===== src/rtl/rule_stream_loader.sv =====
module rule_stream_loader #(
  parameter int NCORES     = 4,
  parameter int MAX_RULES  = 4,
  parameter int PMEM_DEPTH = 256,
  parameter int AW         = 16,
  localparam int IW = (MAX_RULES > 1) ? $clog2(MAX_RULES) : 1
) (
  input  logic              clk,
  input  logic              rst_n,
  input  logic              new_rules,
  input  logic              byte_vld,
  input  logic [7:0]        byte_dat,
  output logic              byte_rdy,
  output logic              pw_valid,
  output logic [AW-1:0]     pw_addr,
  output logic [63:0]       pw_data,
  input  logic [NCORES-1:0] core_ack,
  input  logic [IW-1:0]     md_idx,
  output logic [15:0]       md_start,
  output logic [15:0]       md_len,
  output logic [7:0]        md_count,
  output logic              rules_loaded,
  output logic              range_err
);

  localparam logic [8:0]  MR9   = 9'(MAX_RULES);
  localparam logic [16:0] DEP17 = 17'(PMEM_DEPTH);

  typedef enum logic [1:0] {ST_CNT, ST_META, ST_INSN, ST_DONE} st_t;

  st_t               st;
  logic [7:0]        rule_i;
  logic [1:0]        fld;
  logic [15:0]       start_r;
  logic [7:0]        len_lo;
  logic [2:0]        bi;
  logic [55:0]       sh;
  logic [23:0]       remain;
  logic [NCORES-1:0] seen;
  logic [15:0]       tbl_start [MAX_RULES];
  logic [15:0]       tbl_len   [MAX_RULES];

  assign byte_rdy = !pw_valid;
  assign md_start = tbl_start[md_idx];
  assign md_len   = tbl_len[md_idx];

  wire              take      = byte_vld && byte_rdy && !new_rules;
  wire [NCORES-1:0] got       = seen | core_ack;
  wire              wr_done   = pw_valid && (&got);
  wire [15:0]       len_w     = {byte_dat, len_lo};
  wire [16:0]       end_w     = {1'b0, start_r} + {1'b0, len_w};
  wire              last_rule = (rule_i == md_count - 8'd1);
  wire [23:0]       remain_n  = remain + {8'd0, len_w};
  wire              store_ok  = {1'b0, rule_i} < MR9;

  always_ff @(posedge clk) begin
    if (!rst_n || new_rules) begin
      st           <= ST_CNT;
      rule_i       <= '0;
      fld          <= '0;
      bi           <= '0;
      remain       <= '0;
      seen         <= '0;
      pw_valid     <= 1'b0;
      pw_addr      <= '0;
      md_count     <= '0;
      rules_loaded <= 1'b0;
      range_err    <= 1'b0;
      if (!rst_n) begin
        start_r <= '0;
        len_lo  <= '0;
        sh      <= '0;
        pw_data <= '0;
        for (int i = 0; i < MAX_RULES; i++) begin
          tbl_start[i] <= '0;
          tbl_len[i]   <= '0;
        end
      end
    end else begin
      if (pw_valid) seen <= wr_done ? '0 : got;
      if (wr_done) begin
        pw_valid <= 1'b0;
        pw_addr  <= pw_addr + 1'b1;
        remain   <= remain - 24'd1;
        if (remain == 24'd1) begin
          st           <= ST_DONE;
          rules_loaded <= 1'b1;
        end
      end
      if (take) begin
        case (st)
          ST_CNT: begin
            md_count <= byte_dat;
            rule_i   <= '0;
            fld      <= '0;
            remain   <= '0;
            pw_addr  <= '0;
            if (byte_dat == 8'd0) begin
              st           <= ST_DONE;
              rules_loaded <= 1'b1;
            end else begin
              st <= ST_META;
            end
          end
          ST_META: begin
            fld <= fld + 2'd1;
            case (fld)
              2'd0: start_r[7:0]  <= byte_dat;
              2'd1: start_r[15:8] <= byte_dat;
              2'd2: len_lo        <= byte_dat;
              default: begin
                if (store_ok) begin
                  tbl_start[rule_i[IW-1:0]] <= start_r;
                  tbl_len[rule_i[IW-1:0]]   <= len_w;
                end
                if (!store_ok || end_w > DEP17) range_err <= 1'b1;
                remain <= remain_n;
                rule_i <= rule_i + 8'd1;
                if (last_rule) begin
                  bi <= '0;
                  if (remain_n == 24'd0) begin
                    st           <= ST_DONE;
                    rules_loaded <= 1'b1;
                  end else begin
                    st <= ST_INSN;
                  end
                end
              end
            endcase
          end
          ST_INSN: begin
            bi <= bi + 3'd1;
            if (bi == 3'd7) begin
              pw_valid <= 1'b1;
              pw_data  <= {byte_dat, sh};
            end else begin
              sh <= {byte_dat, sh[55:8]};
            end
          end
          default: ;
        endcase
      end
    end
  end


  hold_until_acked_chk: assert property (@(posedge clk) disable iff (!rst_n)
    pw_valid && !(&(seen | core_ack)) && !new_rules
      |=> pw_valid && $stable(pw_addr) && $stable(pw_data));


  release_after_acks_chk: assert property (@(posedge clk) disable iff (!rst_n)
    pw_valid && (&(seen | core_ack)) && !new_rules |=> !pw_valid);


  addr_step_chk: assert property (@(posedge clk) disable iff (!rst_n)
    $fell(pw_valid) && !$past(new_rules) |-> pw_addr == $past(pw_addr) + 1'b1);


  loaded_quiet_chk: assert property (@(posedge clk) disable iff (!rst_n)
    rules_loaded |-> !pw_valid);


  done_frozen_chk: assert property (@(posedge clk) disable iff (!rst_n)
    rules_loaded && !new_rules |=> rules_loaded && $stable(md_count));


  err_sticky_chk: assert property (@(posedge clk) disable iff (!rst_n)
    range_err && !new_rules |=> range_err);


  reload_clear_chk: assert property (@(posedge clk) disable iff (!rst_n)
    new_rules |=> !rules_loaded && !range_err && !pw_valid && md_count == 8'd0);

endmodule


===== config.mk =====
export PLATFORM = sky130hd
export DESIGN_NAME = rule_stream_loader
export DESIGN_NICKNAME = d
export VERILOG_FILES = /design/src/rtl/rule_stream_loader.sv
export SDC_FILE = /design/constraint.sdc
export NUM_CORES = 1
export LEC_CHECK = 0
export ABC_AREA = 1
export BUFFER_PORTS_ARGS = -buffer_cell sky130_fd_sc_hd__buf_2
export CORE_ASPECT_RATIO = 1.75
export CORE_MARGIN = 3
export CORE_UTILIZATION = 60
export DETAILED_ROUTE_END_ITERATION = 8
export GPL_TIMING_DRIVEN = 1
export HOLD_SLACK_MARGIN = 0.12
export PLACE_DENSITY_LB_ADDON = 0.12
export SYNTH_ARGS = -nofsm -noshare
export SYNTH_HDL_FRONTEND = slang
export SYNTH_SLANG_ARGS = --single-unit

===== constraint.sdc =====
create_clock -name clk -period 4.7 [get_ports clk]
set_input_delay 0 -clock clk [delete_from_list [all_inputs] [get_ports clk]]
set_output_delay 0 -clock clk [all_outputs]
set_load 0.05 [all_outputs]

==> reports/qor.yml <==
ir_drop_mv: 0.307
cp_slowest_cell: "nand3_2"
synthFlopType: "edfxtp_1"
numCtsBuffers: 30
met2_length_mm: 23.5
finalClockSkew_ns: 0.0160
cts_tree: "built"
syn-num-nets: 1899
post_cts_buffers: 0
die_area_um2: 29700
place_ws_ns: 1.03
critical-path-max-stage-delay_ns: 0.56
yosys-mux-area-fraction_pct: 0
nNetsFinal: 2056
crit_path_start: "fld[0]"
timing.critical_path.buf_inv: 3
cts_resized: 0
finalSetupTns_ns: 0
required_ns: 4.92
clock_power_share_pct: 36.1
port_buffers: 141
first_iter_violations: 993
power.internal_mw: 4.92
critPathMaxFanout: 34
path_depth: 8
gr-total-overflow: 0
hold_class: "input port to flop"
crit_arrival_ns: 3.95
grt_usage_pct: 29.8
dr.pass1.iters: 5
syn_area_um2: 16500
hold_viol: 0
wl_per_cell_um: 18.7
antenna_found_initial: 0
die-width_um: 131
grt_pass1_vias: 12951
synth_top_family_by_area: "simple AND/OR/NAND/NOR gates"
slew_headroom_pct: 28.0
cp-endpoint: "tbl_start[0][15]"
p_seq_share_pct: 51.7
routabilityCongestion: 1.02
crit_family: "simple AND/OR/NAND/NOR gates"
initial_core_util_pct: 61.5
timing.rr.start: "fld[0]"
drt-met1-wl_mm: 15.0
syn_avg_cell_area_um2: 9.01
clock.fmax_mhz: 268
die_h_um: 226
yosys_warnings: 0
cap_violations: 0
worstPathCellList: "ha_1 -> clkinv_1 -> nor2_2 -> nand2_2 -> inv_2 -> nand3_2 -> nand2_1 -> buf_4"
syn_to_final_growth_pct: 13.6
crit_type: "flop to flop"
r2r_cells: 8
grt_pass1_wl_mm: 69.1
grt_max_degree: 66
clk_pin_slew_ns: 0.07
htreeDepth: 1
utilization_pct: 69.8
vias: 13199
status: "finished, final reports clean"
clkLatencyLatePin_ns: 0.58
synth_fa_ha_area_share_pct: 3.50
core_um2: 26900
met3_wirelength_mm: 2.30
worst_slew_pin_slew_ns: 1.08
startpoint_type: "flop"
setup_slack_ns: 0.964
crit_path_end_kind: "flop"
holdBufCountCts: 20
synth-compound-area-share_pct: 7.48
rows: 79
slew_violations: 0
drive_gt1_share_pct: 11.9
synth-seq-cells: 342
ff2ff_setup_slack_ns: 0.96
p_sw_mw: 1.78
synth_edf_count: 272
yosysSeqAreaShare_pct: 57.9
place_hpwl_mm: 32.3
via_per_inst: 5.54
io_pins: 142
async_flop_share_pct: 0
leakage_nw: 8.19
synth-xor-area-share_pct: 2.17
top_layer_used: "met4"
cts.path.max_buffers: 3
netSwitchingFraction_pct: 26.6
postRouteWirelength_mm: 44.5
setup_viol: 0
grt_setup_unrepaired: "false"
fin_crit_ns: 3.74
synth-simple-area-share_pct: 21.9
syn_inst: 1836
drc: 0
cts_root_buffer: "clkbuf_16"
detail-route-antenna-nets: 0
power_density_nw_per_um2: 357
diodes: 0
numClockSinks: 342
r2r_end: "tbl_start[0][15]"
synth.distinct_cells: 40
comb_power_share_pct: 12.2
min_period_over_period_pct: 79.5
[placed cells by master, fill, tap and decap left out, types with 9 or more instances in the layout]
cell type and n:
a21oi_1 82, buf_2 141, buf_4 13, clkbuf_16 30, dfxtp_1 70, dlygate4sd3_1 20, edfxtp_1 272, ha_1 43
inv_1 247, nand2_1 299, nand3_1 89, nand4_1 20, nor2_1 402, nor3_1 15, o21ai_0 101, o22ai_1 32
xnor2_1 9, xor2_1 32
[worst min path at each step]
stage,startpoint,to,slack (ns),cells after the start
after global placement,core_ack[1],seen[1],0.33,5
after floorplan,core_ack[0],seen[0],0.23,4
after CTS,rst_n,fld[0],0.17,5
final,rst_n,sh[54],0.20,4
after detailed placement,core_ack[1],seen[1],0.33,5
after global routing,rst_n,fld[0],0.21,5
[cell type report]
cell class | count | area (um^2)
sequential | 342 | 9570
fill | 2136 | 8110
multi-input combinational | 1188 | 5810
timing repair buffer | 174 | 1000
inverter | 257 | 966
clock buffer | 41 | 842
tap | 364 | 455
clock inverter | 15 | 134
[metrics by stage]
| step | cell area [um^2] | total power [mW] | cells | hold WS (ns) |
|---|---|---|---|---|
| after floorplan | 16500 | 4.10 | 1836 | 0.230 |
| after global routing | 18800 | 6.92 | 2381 | 0.214 |
| final | 18800 | 6.70 | 2381 | 0.199 |
| after CTS | 18800 | 6.73 | 2381 | 0.171 |
| after detailed placement | 17600 | 4.33 | 2305 | 0.333 |
| after global placement | 17600 | 4.32 | 2305 | 0.334 |
[power by group through the flow]
stage	Combinational [mW]	Sequential [mW]	Clock, mW
floorplan	0.460	3.64	0
CTS	0.814	3.46	2.45
global placement	0.791	3.53	0
global route	0.883	3.48	2.57
finish	0.815	3.47	2.42
detailed placement	0.799	3.53	0
[worst min-delay path, delay by kind of cell]
family	cells	cell delay (ns)
buffers and inverters	2	0.37
AND/OR/NAND/NOR	2	0.19
[registers in the layout, summed over array words and instances (netlist names), 2 cells and up]
name and flops:
tbl_start 64, md_count 8, st 2, sh 56, remain 24, tbl_len 64
pw_data 64, start_r 16, fld 2, rule_i 8, len_lo 8, pw_addr 16
bi 3, seen 4
[Yosys cell counts (4+ instances only)]
cell	count	share of area [%]
inv_2	6	0.14
xor2_1	32	1.7
nor2_1	402	9.1
inv_1	248	5.6
nand4_1	20	0.76
ha_1	43	3.3
edfxtp_1	272	49
nand3_1	89	2.7
o21ai_1	4	0.12
o22ai_1	32	1.2
or2_2	5	0.19
nor2_4	6	0.41
nor2_2	7	0.26
nand3b_1	6	0.27
nand2_1	300	6.8
buf_1	4	0.091
nand2_2	4	0.15
a21oi_1	82	2.5
buf_2	9	0.27
dfxtp_1	70	8.5
nor3_1	15	0.45
o21ai_0	102	3.1
nor3_2	4	0.24
clkbuf_1	35	0.79
nand3_2	5	0.30
xnor2_1	9	0.48
[metal layers]
metal / GRT usage (%) / vias to the layer above
met5: 0 / -
met4: 21.5 / 0
met3: 3.86 / 195
met2: 55.0 / 511
met1: 31.0 / 6145
li1: - / 6348
[cell families after synthesis]
logic type                 after synthesis
buffers and inverters                  306
DFF                                    342
AOI/OAI and AO/OA                      233
adders and majority gates               45
and+or+nand+nor                        869
xor gates and xnor gates                41
(Power assumes the default switching activity.)
